**config.mk**
```make
export PLATFORM = sky130hd
export DESIGN_NAME = mesi_snoop_ctrl
export DESIGN_NICKNAME = d
export VERILOG_FILES = /design/src/rtl/mesi_pkg.sv /design/src/rtl/mesi_tag_match.sv /design/src/rtl/mesi_victim_pick.sv /design/src/rtl/mesi_snoop_ctrl.sv
export SDC_FILE = /design/constraint.sdc
export NUM_CORES = 1
export LEC_CHECK = 0
export BUFFER_PORTS_ARGS = -buffer_cell sky130_fd_sc_hd__buf_2
export CELL_PAD_IN_SITES_DETAIL_PLACEMENT = 0
export CELL_PAD_IN_SITES_GLOBAL_PLACEMENT = 1
export CORE_ASPECT_RATIO = 1.5
export CORE_MARGIN = 1
export CORE_UTILIZATION = 42
export DETAILED_ROUTE_END_ITERATION = 7
export PLACE_DENSITY_LB_ADDON = 0.1
export SYNTH_ARGS = -nofsm -noshare
export SYNTH_HDL_FRONTEND = slang
export SYNTH_SLANG_ARGS = --single-unit
export TNS_END_PERCENT = 5
```
**constraint.sdc**
```tcl
create_clock -name clk -period 3.5 [get_ports clk]
set_input_delay 0.7 -clock clk [delete_from_list [all_inputs] [get_ports clk]]
set_output_delay 0.7 -clock clk [all_outputs]
set_load 0.005 [all_outputs]
```
**src/rtl/mesi_pkg.sv**
```systemverilog
// Shared encodings for the MESI line-state controller.
// Assumes two-bit codes on every port that carries a state, an operation or a bus kind.
package mesi_pkg;

    typedef enum logic [1:0] {
        ST_I = 2'd0,
        ST_S = 2'd1,
        ST_E = 2'd2,
        ST_M = 2'd3
    } line_st_t;

    typedef enum logic [1:0] {
        BK_LDMISS = 2'd0,
        BK_STMISS = 2'd1,
        BK_UPGRADE = 2'd2,
        BK_WRBACK = 2'd3
    } bus_kind_t;

    typedef enum logic [1:0] {
        OP_LOAD  = 2'd0,
        OP_STORE = 2'd1,
        OP_EVICT = 2'd2
    } core_op_t;

    typedef enum logic [1:0] {
        PH_IDLE = 2'd0,
        PH_REQ  = 2'd1,
        PH_RESP = 2'd2
    } phase_t;

    typedef enum logic [1:0] {
        PD_LOAD  = 2'd0,
        PD_STORE = 2'd1,
        PD_WB    = 2'd2
    } pend_t;

endpackage

```
**src/rtl/mesi_tag_match.sv**
```systemverilog
// Fully associative tag lookup: compares a key against every valid line.
// Assumes at most one line matches; reports the lowest matching index otherwise.
module mesi_tag_match #(
    parameter int N_LINES = 4,
    parameter int TW      = 8,
    localparam int IW     = (N_LINES > 1) ? $clog2(N_LINES) : 1
) (
    input  logic [N_LINES*TW-1:0] tags_flat,
    input  logic [N_LINES-1:0]    line_vld,
    input  logic [TW-1:0]         key,
    output logic                  hit,
    output logic [IW-1:0]         idx,
    output logic [N_LINES-1:0]    match
);

    // One comparator per line.
    for (genvar g = 0; g < N_LINES; g++) begin : g_cmp
        assign match[g] = line_vld[g] && (tags_flat[g*TW +: TW] == key);
    end

    // Priority-encode the match vector.
    always_comb begin
        idx = '0;
        for (int i = N_LINES - 1; i >= 0; i--) begin
            if (match[i]) idx = IW'(i);
        end
    end

    assign hit = |match;

endmodule

```
**src/rtl/mesi_victim_pick.sv**
```systemverilog
// Chooses the line that a miss fills: lowest Invalid line, else the round-robin pointer.
// Assumes the pointer is kept below N_LINES by its owner.
module mesi_victim_pick #(
    parameter int N_LINES = 4,
    localparam int IW     = (N_LINES > 1) ? $clog2(N_LINES) : 1
) (
    input  logic [N_LINES-1:0] line_vld,
    input  logic [IW-1:0]      rr_ptr,
    output logic [IW-1:0]      victim
);

    // Scan from the top so the lowest free line wins.
    always_comb begin
        victim = rr_ptr;
        for (int i = N_LINES - 1; i >= 0; i--) begin
            if (!line_vld[i]) victim = IW'(i);
        end
    end

endmodule

```
**src/rtl/mesi_snoop_ctrl.sv**
```systemverilog
// MESI coherence controller for a small fully associative write-back cache.
// Keeps one state and tag per line, serves one core request at a time, and raises one bus
// request at a time. Applies snoops in the cycle they arrive.
// Assumes the bus delivers no snoop for the tag of a granted request before its response.
module mesi_snoop_ctrl
    import mesi_pkg::*;
#(
    parameter int NUM_LINES = 4,
    parameter int TAG_W     = 8,
    localparam int IW       = (NUM_LINES > 1) ? $clog2(NUM_LINES) : 1
) (
    input  logic             clk,
    input  logic             rst_n,
    input  logic             core_valid,
    input  logic [1:0]       core_op,
    input  logic [TAG_W-1:0] core_tag,
    output logic             core_hit,
    output logic             core_stall,
    output logic             bus_req_valid,
    output logic [1:0]       bus_req_kind,
    output logic [TAG_W-1:0] bus_req_tag,
    input  logic             bus_grant,
    input  logic             bus_resp_done,
    input  logic             bus_resp_shared,
    input  logic             snp_valid,
    input  logic [1:0]       snp_kind,
    input  logic [TAG_W-1:0] snp_tag,
    output logic             snp_supply,
    output logic             snp_mem_update,
    output logic             snp_has_copy,
    input  logic [TAG_W-1:0] mon_tag,
    output logic [1:0]       mon_state
);

    line_st_t             st_q  [NUM_LINES];
    logic [TAG_W-1:0]     tag_q [NUM_LINES];
    logic [NUM_LINES*TAG_W-1:0] tags_flat;
    logic [NUM_LINES-1:0] line_vld;

    phase_t               phase_q;
    pend_t                pend_q;
    logic [IW-1:0]        pidx_q;
    logic [TAG_W-1:0]     ptag_q;
    bus_kind_t            gkind_q;
    logic [IW-1:0]        rr_q;

    // Flatten the tag array for the lookups.
    for (genvar g = 0; g < NUM_LINES; g++) begin : g_flat
        assign tags_flat[g*TAG_W +: TAG_W] = tag_q[g];
        assign line_vld[g] = (st_q[g] != ST_I);
    end

    logic                 c_hit, s_hit, m_hit;
    logic [IW-1:0]        c_idx, s_idx, m_idx, v_idx;
    logic [NUM_LINES-1:0] c_match, s_match, m_match;

    mesi_tag_match #(.N_LINES(NUM_LINES), .TW(TAG_W)) u_core_lu (
        .tags_flat(tags_flat), .line_vld(line_vld), .key(core_tag),
        .hit(c_hit), .idx(c_idx), .match(c_match));

    mesi_tag_match #(.N_LINES(NUM_LINES), .TW(TAG_W)) u_snp_lu (
        .tags_flat(tags_flat), .line_vld(line_vld), .key(snp_tag),
        .hit(s_hit), .idx(s_idx), .match(s_match));

    mesi_tag_match #(.N_LINES(NUM_LINES), .TW(TAG_W)) u_mon_lu (
        .tags_flat(tags_flat), .line_vld(line_vld), .key(mon_tag),
        .hit(m_hit), .idx(m_idx), .match(m_match));

    mesi_victim_pick #(.N_LINES(NUM_LINES)) u_victim (
        .line_vld(line_vld), .rr_ptr(rr_q), .victim(v_idx));

    // Snoop side: decide the response from the line's current state.
    line_st_t s_st;
    logic     snp_act, snp_is_ld;
    assign s_st      = st_q[s_idx];
    assign snp_act   = snp_valid && (snp_kind != BK_WRBACK) && s_hit;
    assign snp_is_ld = (snp_kind == BK_LDMISS);

    assign snp_has_copy   = snp_act && snp_is_ld;
    assign snp_supply     = snp_act && (snp_is_ld ? (s_st == ST_M || s_st == ST_E) : (s_st == ST_M));
    assign snp_mem_update = snp_act && snp_is_ld && (s_st == ST_M);

    assign mon_state = m_hit ? st_q[m_idx] : ST_I;

    // Core side: decide whether the request completes without the bus.
    line_st_t c_st;
    logic     collide, core_ok, start;
    assign c_st    = st_q[c_idx];
    assign collide = snp_act && c_hit && (s_idx == c_idx);

    // Classify the request against the line state.
    always_comb begin
        case (core_op)
            OP_LOAD:  core_ok = c_hit;
            OP_STORE: core_ok = c_hit && (c_st == ST_E || c_st == ST_M);
            default:  core_ok = !c_hit || (c_st != ST_M);
        endcase
    end

    assign core_hit   = (phase_q == PH_IDLE) && core_valid && !collide && core_ok;
    assign core_stall = core_valid && !core_hit;
    assign start      = (phase_q == PH_IDLE) && core_valid && !collide && !core_ok;

    // Bus request: the kind follows the pending line's present state.
    line_st_t  p_st;
    logic [TAG_W-1:0] p_tag;
    logic      req_cancel;
    bus_kind_t req_kind;
    assign p_st  = st_q[pidx_q];
    assign p_tag = tag_q[pidx_q];

    // Pick the bus request for the pending operation.
    always_comb begin
        req_cancel  = 1'b0;
        req_kind    = BK_LDMISS;
        bus_req_tag = ptag_q;
        case (pend_q)
            PD_WB: begin
                req_kind    = BK_WRBACK;
                bus_req_tag = p_tag;
                req_cancel  = (p_st != ST_M);
            end
            PD_STORE: req_kind = (p_st == ST_S && p_tag == ptag_q) ? BK_UPGRADE : BK_STMISS;
            default:  req_kind = BK_LDMISS;
        endcase
    end

    assign bus_req_valid = (phase_q == PH_REQ) && !req_cancel;
    assign bus_req_kind  = req_kind;

    // State, tag and transaction registers.
    always_ff @(posedge clk) begin
        if (!rst_n) begin
            for (int i = 0; i < NUM_LINES; i++) begin
                st_q[i]  <= ST_I;
                tag_q[i] <= '0;
            end
            phase_q <= PH_IDLE;
            pend_q  <= PD_LOAD;
            pidx_q  <= '0;
            ptag_q  <= '0;
            gkind_q <= BK_LDMISS;
            rr_q    <= '0;
        end else begin
            if (snp_act) begin
                if (snp_is_ld) begin
                    if (s_st == ST_M || s_st == ST_E) st_q[s_idx] <= ST_S;
                end else begin
                    st_q[s_idx] <= ST_I;
                end
            end
            case (phase_q)
                PH_IDLE: begin
                    if (core_hit) begin
                        if (core_op == OP_STORE && c_st == ST_E) st_q[c_idx] <= ST_M;
                        if (core_op[1] && c_hit && c_st != ST_M) st_q[c_idx] <= ST_I;
                    end else if (start) begin
                        phase_q <= PH_REQ;
                        ptag_q  <= core_tag;
                        if (core_op[1]) begin
                            pend_q <= PD_WB;
                            pidx_q <= c_idx;
                        end else if (c_hit) begin
                            pend_q <= PD_STORE;
                            pidx_q <= c_idx;
                        end else begin
                            pidx_q <= v_idx;
                            if (st_q[v_idx] == ST_M) pend_q <= PD_WB;
                            else pend_q <= (core_op == OP_STORE) ? PD_STORE : PD_LOAD;
                        end
                    end
                end
                PH_REQ: begin
                    if (req_cancel) begin
                        phase_q <= PH_IDLE;
                    end else if (bus_grant) begin
                        phase_q <= PH_RESP;
                        gkind_q <= req_kind;
                    end
                end
                default: begin
                    if (bus_resp_done) begin
                        phase_q <= PH_IDLE;
                        if (gkind_q == BK_WRBACK) begin
                            st_q[pidx_q] <= ST_I;
                        end else begin
                            tag_q[pidx_q] <= ptag_q;
                            if (gkind_q == BK_LDMISS) st_q[pidx_q] <= bus_resp_shared ? ST_S : ST_E;
                            else st_q[pidx_q] <= ST_M;
                            rr_q <= (rr_q == IW'(NUM_LINES - 1)) ? '0 : rr_q + 1'b1;
                        end
                    end
                end
            endcase
        end
    end

    logic resp_fill;
    assign resp_fill = (phase_q == PH_RESP) && bus_resp_done && (gkind_q != BK_WRBACK);

    // no tag is ever held twice.
    p_unique_tag_r10: assert property (@(posedge clk) disable iff (!rst_n)
        $onehot0(c_match) && $onehot0(s_match) && $onehot0(m_match));

    // a store hit leaves the line Modified.
    p_store_hit_m_r6: assert property (@(posedge clk) disable iff (!rst_n)
        (core_hit && core_op == OP_STORE) |=> (st_q[$past(c_idx)] == ST_M));

    // an owned line answering a remote load miss becomes Shared.
    p_ld_snoop_share_r7: assert property (@(posedge clk) disable iff (!rst_n)
        (snp_act && snp_is_ld && (s_st == ST_M || s_st == ST_E) && !(resp_fill && pidx_q == s_idx))
        |=> (st_q[$past(s_idx)] == ST_S));

    // a remote store miss or upgrade invalidates the held line.
    p_remote_inval_r8: assert property (@(posedge clk) disable iff (!rst_n)
        (snp_act && !snp_is_ld && !(resp_fill && pidx_q == s_idx))
        |=> (st_q[$past(s_idx)] == ST_I));

    // a load-miss fill follows the shared response.
    p_fill_state_r3: assert property (@(posedge clk) disable iff (!rst_n)
        (phase_q == PH_RESP && bus_resp_done && gkind_q == BK_LDMISS)
        |=> (st_q[$past(pidx_q)] == ($past(bus_resp_shared) ? ST_S : ST_E)));

    // a fill request is held until granted.
    p_req_hold_r11: assert property (@(posedge clk) disable iff (!rst_n)
        (bus_req_valid && !bus_grant && pend_q != PD_WB) |=> (bus_req_valid && $stable(bus_req_tag)));

endmodule

```
## Word level (Yosys, flattened, before mapping)

Memories as Yosys holds them, arrays and structs flattened. A register that Yosys moved wholly into a read port is not among the register bits.
Index checks and enable logic that the tools add are counted.
W data, S select, Z words.

- Output and inout port bits: 18
- Memories: 2
- Logic and storage cells: 207
- Bits in writable memories: 40
- Bits in registers: 18

- Eq/ne operators: 32
- Reduce and logical (&&, ||, !) cells: 59
- $add $sub $neg: 1
- Mux-type cells: 99
- Bitwise logic cells: 8

Memories:

| name | depth | bits a word | read ports | clocked after Yosys merged registers in | wr ports | line | source |
|---|---|---|---|---|---|---|---|
| tag_q | 4 | 8 | 5 | 1 | 4 | mesi_snoop_ctrl.sv:36 | `logic [TAG_W-1:0] tag_q [NUM_LINES];` |
| st_q | 4 | 2 | 9 | 1 | 4 | mesi_snoop_ctrl.sv:35 | `line_st_t st_q [NUM_LINES];` |

Operator list:

| kind | number |
|---|---|
| $eq A8 B8 Y1 | 13 |
| $mux W2 | 45 |
| $mux W1 | 49 |
| $logic_and A1 B1 Y1 | 30 |
| $eq A2 B2 Y1 const B | 8 |
| $mux W8 | 2 |
| $reduce_or A4 Y1 | 3 |
| $ne A2 B2 Y1 const B | 5 |
| $reduce_and A3 Y1 | 3 |
| $eq A2 B1 Y1 const B | 4 |
| $logic_not A2 Y1 | 4 |
| $pmux W2 S2 | 2 |
| $reduce_bool A2 Y1 | 4 |
| $reduce_or A2 Y1 | 4 |
| $reduce_or A8 Y1 | 1 |
| $logic_not A1 Y1 | 5 |
| $not A1 Y1 | 4 |
| $or A1 B1 Y1 | 4 |
| $reduce_and A4 Y1 | 1 |
| $logic_or A1 B1 Y1 | 3 |
| $ne A3 B3 Y1 const B | 1 |
| $reduce_bool A3 Y1 | 1 |
| $add A2 B1 Y2 const B | 1 |
| $eq A2 B2 Y1 | 1 |
| $pmux W1 S2 | 1 |

## Depth between registers and ports, before layout

Gate-level depths: netlist (run 1).
An unclocked memory read counts as a cell.

- Depth in word-level cells: 20
- Gate-level depth with buffers: 12
- Gate-level depth less buffers: 9

## By module

From an unflattened synthesis (run 1), not the netlist that was laid out.

- Cell total of the unflattened synthesis: 503
- Area total of the unflattened synthesis: 5104.9 µm²

By module, submodules not included:

| module | times used | area an instance (µm²) | cells an instance |
|---|---|---|---|
| mesi_snoop_ctrl | 1 | 3412.0 | 308 |
| mesi_tag_match | 3 | 553.0 | 63 |
| mesi_victim_pick | 1 | 33.8 | 6 |

## Worst setup path after synthesis (run 1)

OpenSTA, ideal clock, no wires.

- Kind: input -> output
- From: input core_tag[0]
- To: output core_stall
- Path buffers: 2
- Cell stages on the path: 10
- Path slack: -0.070 ns
- Arrival: 2.870 ns
- Data required time: 2.800 ns
- Cell sequence: clkbuf_1 -> xor2_1 -> or4_1 -> buf_6 -> o31a_1 -> o21a_2 -> o21a_1 -> o32ai_2 -> nor2_1 -> nor2b_1

- Cells in the longest elaborated chain, start to end: 14

RTL lines:

| what | line | source |
|---|---|---|
| start, declared | mesi_snoop_ctrl.sv:16 | `input logic [TAG_W-1:0] core_tag,` |
| $eq A8 B8 Y1 | mesi_tag_match.sv:18 | `assign match[g] = line_vld[g] && (tags_flat[g*TW +: TW] == key);` |
| $logic_and A1 B1 Y1 | mesi_tag_match.sv:18 |  |
| $mux W2 (4 in a row) | mesi_tag_match.sv:25 | `if (match[i]) idx = IW'(i);` |
| $mem_v2 Z4 W2 | - |  |
| $eq A2 B2 Y1 | mesi_snoop_ctrl.sv:95 | `OP_STORE: core_ok = c_hit && (c_st == ST_E \|\| c_st == ST_M);` |
| $logic_or A1 B1 Y1 | mesi_snoop_ctrl.sv:95 |  |
| $logic_and A1 B1 Y1 | mesi_snoop_ctrl.sv:95 |  |
| $pmux W1 S2 | mesi_snoop_ctrl.sv:93 | `case (core_op)` |
| $logic_and A1 B1 Y1 * | mesi_snoop_ctrl.sv:100 | `assign core_hit = (phase_q == PH_IDLE) && core_valid && !collide && core_ok;` |
| via core_hit | mesi_snoop_ctrl.sv:17 | `output logic core_hit,` |
| $logic_not A1 Y1 * | mesi_snoop_ctrl.sv:101 | `assign core_stall = core_valid && !core_hit;` |
| $logic_and A1 B1 Y1 * | mesi_snoop_ctrl.sv:101 |  |
| end, declared | mesi_snoop_ctrl.sv:18 | `output logic core_stall,` |

The timed path passes the listed nets; every way through them passes the cells marked *.

==> flow_summary.yaml, run 1 <==
place:
  dp.cells: 772
  hpwlAfterDp_mm: 13.8
  gp_congestion: 0.943
  portBuffers: 52
  post-place-ws_ns: -0.208
clock_network:
  clock_latency_ns: 0.34
  clk_pin_slew_ns: 0.06
  cts_tree: "yes"
  root_buffer: "clkbuf_16"
  cts.htree.levels: 3
  clock-sinks: 60
  clockBufferDepth: 2
  cts_hold_buf: 0
  cts_buffers: 9
pwr:
  seq_power_share_pct: 40.6
  power.switching_w: 0.000589
  p_per_area_nw_per_um2: 319
  p_total_w: 0.00203
  p_int_w: 0.00144
  vdd_drop_max_v: 0.000239
  p_sw_share_pct: 29.0
  comb_power_share_pct: 18.2
  p_leak_nw: 2.55
  pwr-share-clk_pct: 41.2
layout:
  area_growth_pct: 26.4
  layout-drive-gt1-share_pct: 33.3
  antenna_cells: 0
  stdcell_count: 808
  nets: 693
synth:
  yosys_warnings: 0
  synth_top_family_by_area: "simple AND/OR/NAND/NOR gates"
  synth-xor-area-share_pct: 18.2
  synthCells: 536
  muxShareOfSynthArea_pct: 8.90
  synth-compound-area-share_pct: 13.9
  netlist_area_um2: 5040
  synth_top_area_cell: "edfxtp_1"
  synthDistinctLibCells: 74
  yosys-top-cells-count: "xnor2_1, edfxtp_1, xor2_1, a21oi_1, nor2_1"
  ys_ff_latch: 60
  synth_top_area_share_pct: 23.8
  synth_seq_area_share_pct: 31.7
  synth.avg_cell_area_um2: 9.41
  yosys.area_share.simple_pct: 21.3
  async_flop_share_pct: 0
  synth_nets: 576
  synth_edf_count: 40
  synth_top_flop_cell: "edfxtp_1"
  synth.top_cells.by_area: "edfxtp_1, xnor2_1, dfxtp_1, xor2_1, mux4_2"
  synth_most_common_cell: "xnor2_1"
  synthAdderAreaFrac_pct: 1.24
timing:
  hold_viol: 0
  fin_ws_ns: -0.204
  rsz0062_at_grt: "true"
  hold_slack_ns: 0.496
  setup_violations: 6
  min_period_ns: 3.70
  drv_slew: 0
  fin_setup_tns_ns: -0.670
  clock.fmax_mhz: 270
  fin_crit_sh_pct: 106
  fin_worst_skew_ns: 0.00682
  worstMarginPinSlew_ns: 0.734
  maxSlewHeadroom_pct: 51.0
die:
  die_w_um: 91.5
  fp-row-count: 48
  die_h_um: 136
  dieArea_um2: 12500
  core_um2: 11600
  initial_core_util_pct: 43.5
  pin_count: 53
global_routing:
  grt_pass1_wl_mm: 25.9
  antenna_found_initial: 0
  grt_max_degree: 22
  grt.total_usage_pct: 28.6
  grt_pass1_vias: 4591
  overflow: 0
status:
  violations: "setup timing"
  status: "finished with violations"
hold_path:
  hold_class: "reg2reg"
drt:
  route.vias.total: 4592
  postRouteWirelength_mm: 17.4
  wl_per_cell_um: 21.5
  postRouteAntennaNets: 0
  viasPerCell: 5.68
  drt-initial-drc-count: 320
  dr.pass1.iters: 5
  drc_errors: 0
critical_path:
  worstSetupPathType: "reg2out"
  cp_slowest_stage_delay_ns: 0.51
  worstPathMaxFanout: 4
  crit_path_end_kind: "output pin"
  worst_ep_required_time_ns: 2.80
  cp_cell_sequence: "xnor2_1 -> nand4_1 -> or4_4 -> o21bai_1 -> nand2_1 -> mux2i_2 -> and3_1 -> buf_2"
  arrival_ns: 3.00
  critPathSlowestCell: "edfxtp_1"
  startpoint_type: "register"
  crit_family: "simple AND/OR/NAND/NOR gates"
  worst-path-buf-inv: 1
run:
  max_cap_violations: 0
[worst paths after layout]
kind               startpoint              to  slack [ns]  depth (start not counted)
hold reg to reg     pend_q[0]       pend_q[0]        0.50                          2
hold / removal      pend_q[0]       pend_q[0]        0.50                          2
setup reg to reg  tag_q[3][2]      st_q[3][0]        0.03                         11
setup / recovery  tag_q[3][2]  snp_mem_update       -0.20                          8
[registers in the layout, summed over array words and instances, names as in the netlist, named ones only]
signal,count
gkind_q,2
pend_q,2
phase_q,2
pidx_q,2
ptag_q,8
rr_q,2
st_q,8
tag_q,32
[per-stage QoR]
step	util (%)	instance area [um^2]
floorplan	-	5110
global placement	50.5	5850
detailed placement	50.5	5850
CTS	54.4	6300
global route	55.0	6380
finish	55.0	6380
[worst reg2reg max path, cell delays in order (launching register included)]
cell and delay [ns]:
edfxtp_1 0.51, xnor2_1 0.22, nand4_1 0.16, or4_4 0.50, o21bai_1 0.42, o211ai_1 0.18, nand4b_2 0.16, buf_4 0.13
buf_4 0.11, o2111ai_4 0.14, o311ai_0 0.53, o31ai_1 0.15
[cell type report]
cell class | count | area (um^2)
fillers | 1131 | 5220
multi-input cells | 429 | 3320
repair buffers | 141 | 936
clock buffers | 9 | 225
inverters | 12 | 45.0
clock inverters | 7 | 57.6
flip-flops and latches | 60 | 1610
well taps | 150 | 188
[routing by layer]
layer  GRT usage, %  vias to the layer above  routed length [um]
met5              0                        -                   0
met1           31.4                     2200                6680
met4           16.3                        0                 981
met2           51.8                      145                9140
li1               -                     2190                   -
met3           4.81                       57                 609
[timing repair]
action	in CTS	in global routing
endpoints found under the setup margin	6	13
pin swaps	5	4
gates resized for setup	9	13
buffers inserted	18	2
[power by group through the flow]
stage               clock network (W)  registers, W  logic, W
floorplan                           0      0.000822  0.000237
global placement                    0      0.000846  0.000341
detailed placement                  0      0.000847  0.000343
CTS                          0.000852      0.000825  0.000366
global route                 0.000880      0.000828  0.000399
finish                       0.000838      0.000826  0.000370
[cell families (layout without fill, tap and decap cells)]
family / Yosys count / after routing
and+or+nand+nor: 193 / 193
DFF: 60 / 60
muxes: 31 / 31
buffers and inverters: 47 / 169
adders and majority gates: 5 / 5
xor gates and xnor gates: 104 / 104
AOI/OAI and AO/OA: 96 / 96
[layout by cell type, fill, tap and decap left out, types with 3 or more instances in the layout]
cell | netlist | layout
mux2i_1 | 10 | 8
ha_1 | 5 | 5
buf_2 | 10 | 52
and2_1 | 24 | 24
o211ai_1 | 6 | 6
nor3_1 | 15 | 14
dfxtp_1 | 20 | 19
nand4_1 | 15 | 15
or3_1 | 6 | 6
xor2_1 | 33 | 33
clkbuf_16 | 0 | 9
o211a_1 | 4 | 4
mux4_2 | 10 | 10
a211oi_1 | 4 | 3
or2_2 | 3 | 3
nand3_1 | 27 | 27
nand2_2 | 0 | 3
xnor2_2 | 1 | 3
inv_1 | 12 | 12
xnor2_1 | 70 | 68
nor4_1 | 8 | 7
o31ai_1 | 5 | 3
buf_4 | 1 | 87
or4_4 | 1 | 3
and3_1 | 12 | 12
a21oi_1 | 31 | 29
inv_6 | 0 | 3
nand2b_1 | 7 | 7
nand2_1 | 26 | 23
mux2_2 | 11 | 11
nor2_1 | 28 | 26
or4_1 | 4 | 3
o21ai_0 | 18 | 18
nor3b_1 | 3 | 3
edfxtp_1 | 40 | 40
No activity file was read; power rests on OpenSTA's default activity.
==> run 2: changes to the inputs <==
--- a/config.mk
+++ b/config.mk
@@ -5,12 +5,14 @@
 export SDC_FILE = /design/constraint.sdc
 export NUM_CORES = 1
 export LEC_CHECK = 0
+export ABC_AREA = 1
 export BUFFER_PORTS_ARGS = -buffer_cell sky130_fd_sc_hd__buf_2
 export CELL_PAD_IN_SITES_DETAIL_PLACEMENT = 0
 export CELL_PAD_IN_SITES_GLOBAL_PLACEMENT = 1
 export CORE_ASPECT_RATIO = 1.5
 export CORE_MARGIN = 1
-export CORE_UTILIZATION = 42
+export CORE_UTILIZATION = 44
+export CTS_BUF_LIST = sky130_fd_sc_hd__clkbuf_2 sky130_fd_sc_hd__clkbuf_4 sky130_fd_sc_hd__clkbuf_8
 export DETAILED_ROUTE_END_ITERATION = 7
 export PLACE_DENSITY_LB_ADDON = 0.1
 export SYNTH_ARGS = -nofsm -noshare
==> constraint.sdc (replaced) <==
create_clock -name clk -period 3.91 [get_ports clk]
set_input_delay 0.782 -clock clk [delete_from_list [all_inputs] [get_ports clk]]
set_output_delay 0.782 -clock clk [all_outputs]
set_load 0.005 [all_outputs]
==> flow_summary.yaml, run 2 <==
critical_path:
  critPathSlowestCell: "a2111oi_0"
  worstSetupPathType: "in2out"
  startpoint_type: "input port"
  crit_path_end_kind: "output pin"
  r2r-start: "st_q[1][1]"
  crit_family: "compound AO/OA/AOI/OAI gates"
  cp_slowest_stage_delay_ns: 0.46
  worst_ep_required_time_ns: 3.13
  worst-path-buf-inv: 4
  arrival_ns: 2.82
  cp_cell_sequence: "buf_2 -> inv_1 -> o22ai_1 -> a2111oi_0 -> buf_4 -> nand4_1 -> o21ai_0 -> nand2_1 -> a21oi_1 -> o21ai_0 -> a21oi_1 -> buf_2"
  rr_endpoint: "st_q[3][0]"
  rr_worst_depth: 16
  worstPathMaxFanout: 8
  rrSetupSlack_ns: 1.04
drt:
  drc_errors: 0
  dr.pass1.iters: 5
  postRouteAntennaNets: 0
  wl_per_cell_um: 19.5
  viasPerCell: 5.60
  route.vias.total: 5657
  drt-initial-drc-count: 416
  postRouteWirelength_mm: 19.7
die:
  core_um2: 11500
  fp-row-count: 48
  pin_count: 53
  die_w_um: 90.5
  initial_core_util_pct: 45.1
  die_h_um: 135
  dieArea_um2: 12200
place:
  dp.cells: 994
  post-place-ws_ns: 0.345
  hpwlAfterDp_mm: 16.2
  portBuffers: 52
  gp_congestion: 0.963
synth:
  async_flop_share_pct: 0
  synth_top_flop_cell: "edfxtp_1"
  synth_edf_count: 40
  synth_top_area_share_pct: 23.2
  yosys-top-cells-count: "nand2_1, nor2_1, inv_1, a21oi_1, o21ai_0"
  synth_seq_area_share_pct: 31.0
  synth.top_cells.by_area: "edfxtp_1, nand2_1, nor2_1, dfxtp_1, inv_1"
  synthCells: 801
  netlist_area_um2: 5170
  synth.avg_cell_area_um2: 6.46
  synthDistinctLibCells: 49
  yosys_warnings: 0
  ys_ff_latch: 60
  synth_top_area_cell: "edfxtp_1"
  synth_most_common_cell: "nand2_1"
  synth_nets: 841
timing:
  clock.fmax_mhz: 277
  rsz0062_at_grt: "false"
  maxSlewHeadroom_pct: 32.1
  min_period_ns: 3.61
  worstMarginPinSlew_ns: 1.01
  drv_slew: 0
  fin_ws_ns: 0.304
  fin_crit_sh_pct: 92.2
  fin_worst_skew_ns: 0.0150
  hold_viol: 0
  setup_violations: 0
  fin_setup_tns_ns: 0
hold_path:
  hold_class: "reg2reg"
  hold_end: "pend_q[0]"
  hold_start: "pend_q[0]"
  whs_path_depth: 2
pwr:
  p_per_area_nw_per_um2: 307
  p_leak_nw: 2.68
  p_total_w: 0.00178
  vdd_drop_max_v: 0.000226
global_routing:
  antenna_found_initial: 0
  grt_pass1_wl_mm: 30.3
  grt_max_degree: 26
  grt.total_usage_pct: 33.4
  overflow: 0
  grt_pass1_vias: 5433
layout:
  top_register: "tag_q"
  largest_reg_flops: 32
  final_util_pct: 50.5
  antenna_cells: 0
  fillCellCount: 1222
  final_common_cell: "nand2_1"
  layout-drive-gt1-share_pct: 14.3
  top_regs: "tag_q: 32 flops, ptag_q: 8 flops, st_q: 8 flops"
  final_cell_mix: "nand2_1, nor2_1, inv_1, buf_2, a21oi_1"
  multiInputGateArea_um2: 3070
  stdcell_count: 1010
  seqCellArea_um2: 1600
  nets: 895
  area_growth_pct: 12.0
clock_network:
  cts_setup_buffers: 0
  cts.htree.levels: 3
  cts_buffers: 9
  clock-sinks: 60
  cts_hold_buf: 0
  clk_pin_slew_ns: 0.08
  clockBufferDepth: 2
  cts_tree: "yes"
  clock_latency_ns: 0.36
  root_buffer: "clkbuf_8"
  cts_resized: 0
run:
  max_cap_violations: 0
status:
  status: "completed"
run 2: cell types whose count changed in the layout (fill, tap and decap cells not counted), sizes merged, moves of 16 or more:
| cell | previous run | this run |
|---|---|---|
| xor2 | 33 | 17 |
| a21oi | 31 | 53 |
| and2 | 27 | 2 |
| xnor2 | 71 | 15 |
| buf | 141 | 61 |
| inv | 16 | 110 |
| nand3 | 28 | 51 |
| nand2 | 26 | 223 |
| nor2 | 28 | 134 |
| o21ai | 18 | 56 |
run 2: logic make-up after synthesis:
logic type | count (synthesis) | share of synthesized area [%]
and+or+nand+nor | 443 | 38.1
AOI/OAI and AO/OA | 135 | 14.6
buffers and inverters | 126 | 9.77
DFF | 60 | 31.0
xor gates and xnor gates | 32 | 5.42
adders and majority gates | 5 | 1.21
run 2: per-layer routing:
layer  part of all wire (%)  global-route usage, %  vias up
li1                       -                      -     2718
met1                     35                   34.6     2622
met2                     53                   62.8      246
met3                    5.0                   5.24       71
met4                    6.2                   20.1        0
met5                      0                      0        -
run 2: how the worst max path moves through the flow:
stage	from	endpoint	slack (ns)	depth (start not counted)
6_report	mon_tag[5]	mon_state[0]	0.30	12
5_1_grt	snp_tag[3]	core_stall	0.15	19
4_1_cts	mon_tag[3]	mon_state[0]	0.33	13
3_5_place_dp	mon_tag[3]	mon_state[1]	0.35	13
3_3_place_gp	mon_tag[3]	mon_state[0]	0.36	15
2_1_floorplan	mon_tag[4]	mon_state[1]	0.97	10
run 2: final cells by class:
class | instances | area share (%)
Timing Repair Buffer | 61 | 5.66
Sequential cell | 60 | 27.6
Inverter | 108 | 7.02
Multi-Input combinational cell | 615 | 52.9
Tap cell | 150 | 3.24
Clock buffer | 9 | 2.14
Clock inverter | 7 | 1.42
run 2: tightest hold or removal path, stage by stage, from the launching register on:
cell	delay, ns
dfxtp_1	0.34
nand2_1	0.07
a21oi_1	0.06
run 2: where the power goes:
group	switching (W)	internal [W]	leakage [nW]
Sequential	0.0000449	0.000708	0.577
Combinational	0.000288	0.000138	2.00
Clock	0.000293	0.000305	0.0988
run 2: per-stage QoR:
stage | area [um^2] | hold WS [ns]
2_1_floorplan | 5170 | 0.440
3_3_place_gp | 5590 | 0.482
3_5_place_dp | 5590 | 0.496
4_1_cts | 5800 | 0.510
5_1_grt | 5800 | 0.525
6_report | 5800 | 0.507
==> run 3: changes to the inputs <==
--- a/config.mk
+++ b/config.mk
@@ -11,11 +11,12 @@
 export CELL_PAD_IN_SITES_GLOBAL_PLACEMENT = 1
 export CORE_ASPECT_RATIO = 1.5
 export CORE_MARGIN = 1
-export CORE_UTILIZATION = 44
+export CORE_UTILIZATION = 40
 export CTS_BUF_LIST = sky130_fd_sc_hd__clkbuf_2 sky130_fd_sc_hd__clkbuf_4 sky130_fd_sc_hd__clkbuf_8
 export DETAILED_ROUTE_END_ITERATION = 7
 export PLACE_DENSITY_LB_ADDON = 0.1
 export SYNTH_ARGS = -nofsm -noshare
 export SYNTH_HDL_FRONTEND = slang
+export SYNTH_HIERARCHICAL = 1
 export SYNTH_SLANG_ARGS = --single-unit
 export TNS_END_PERCENT = 5
==> flow_summary.yaml, run 3 <==
status:
  status: "completed"
layout:
  layout-drive-gt1-share_pct: 13.8
  final_cell_mix: "nand2_1, inv_1, nor2_1, nand3_1, buf_2"
  antenna_cells: 0
  stdcell_count: 1129
  largest_reg_flops: 32
  fillCellCount: 1454
  area_growth_pct: 12.6
  multiInputGateArea_um2: 3070
  seqCellArea_um2: 1600
  nets: 1005
  top_register: "tag_q"
  final_common_cell: "nand2_1"
  top_regs: "tag_q: 32 flops, ptag_q: 8 flops, st_q: 8 flops"
hold_path:
  whs_path_depth: 2
  hold_class: "reg2reg"
synth:
  netlist_area_um2: 5360
  synth_nets: 948
  synthCells: 908
  synth.avg_cell_area_um2: 5.90
  yosys_warnings: 6
global_routing:
  grt_pass1_vias: 5400
  grt_pass1_wl_mm: 27.7
  antenna_found_initial: 0
  grt.total_usage_pct: 27.7
  grt_max_degree: 23
  overflow: 0
clock_network:
  cts.htree.levels: 3
  cts_buffers: 9
  clk_pin_slew_ns: 0.07
  clock_latency_ns: 0.35
  cts_tree: "yes"
  clock-sinks: 60
  clockBufferDepth: 2
  cts_hold_buf: 0
  root_buffer: "clkbuf_8"
pwr:
  p_leak_nw: 2.98
  vdd_drop_max_v: 0.000179
  p_per_area_nw_per_um2: 292
die:
  initial_core_util_pct: 41.2
  die_w_um: 96.5
  fp-row-count: 51
  pin_count: 53
  die_h_um: 144
  core_um2: 13000
  dieArea_um2: 13900
critical_path:
  arrival_ns: 2.91
  startpoint_type: "register"
  rr_worst_depth: 16
  worstPathMaxFanout: 10
  worstSetupPathType: "reg2out"
  worst_ep_required_time_ns: 3.13
  crit_path_end_kind: "output pin"
drt:
  dr.pass1.iters: 5
  viasPerCell: 5.09
  route.vias.total: 5750
  drc_errors: 0
  wl_per_cell_um: 16.3
  drt-initial-drc-count: 339
  postRouteWirelength_mm: 18.4
  postRouteAntennaNets: 0
timing:
  drv_slew: 0
  min_period_ns: 3.69
  setup_violations: 0
  worstMarginPinSlew_ns: 0.746
  hold_viol: 0
  fin_setup_tns_ns: 0
  fin_ws_ns: 0.218
  maxSlewHeadroom_pct: 50.2
  clock.fmax_mhz: 271
  fin_crit_sh_pct: 94.4
  fin_worst_skew_ns: 0.00921
  rsz0062_at_grt: "false"
place:
  dp.cells: 1113
  gp_congestion: 0.946
  post-place-ws_ns: 0.131
  portBuffers: 52
  hpwlAfterDp_mm: 14.9
run:
  max_cap_violations: 0
## run 3: layout make-up
class                   instances  area share [%]
repair buffers                 59            5.19
flip-flops and latches         60            26.6
clock inverters                 7            1.51
well taps                     159            3.30
inverters                     169            10.5
clock buffers                   9            2.05
multi-input cells             666            50.9
## run 3: path summary, 6_finish.rpt
path,startpoint,end,slack (ns)
max,st_q[3][1],snp_supply,0.22
min,pend_q[0],pend_q[0],0.49
max reg2reg,st_q[3][1],st_q[1][1],0.70
min reg2reg,pend_q[0],pend_q[0],0.49
## run 3: power by group
| group | leakage (nW) | internal (W) | switching [W] | total, W |
|---|---|---|---|---|
| logic | 2.29 | 0.000128 | 0.000264 | 0.000392 |
| clock network | 0.109 | 0.000356 | 0.000267 | 0.000623 |
| registers | 0.578 | 0.000705 | 0.0000437 | 0.000749 |
| total | 2.98 | 0.00119 | 0.000575 | 0.00176 |
## run 3: stage by stage
stage	power [W]	utilization, %	hold WS (ns)	cell area (um^2)
global placement	0.00115	44.6	0.451	5800
detailed placement	0.00115	44.6	0.460	5800
finish	0.00176	46.3	0.488	6030
floorplan	0.000998	-	0.436	5360
global route	0.00185	46.3	0.505	6030
CTS	0.00177	46.2	0.496	6020
## run 3: repair_timing
item                       CTS  global route
setup buffers                0             0
resized for setup            0             4
setup endpoints to repair    0             4
## run 3: worst max-delay path, cell delays in order (launching register included)
cell and delay, ns:
edfxtp_1 0.48, or2_2 0.27, nand2_1 0.09, nor2_2 0.17, nand3_2 0.11, nor2_4 0.11, nand2_2 0.06, a21oi_2 0.45
inv_1 0.16, a21oi_1 0.14, o21ai_0 0.08, nand2_1 0.09, nand2_1 0.07, a21oi_1 0.14, buf_2 0.13
## run 3: layer usage
metal | GRT usage [%] | vias to the layer above | wire, um
met4 | 17.7 | 0 | 1030
met1 | 28.5 | 2636 | 6640
li1 | - | 2921 | -
met2 | 52.4 | 148 | 10100
met3 | 1.80 | 45 | 628
met5 | 0 | - | 0
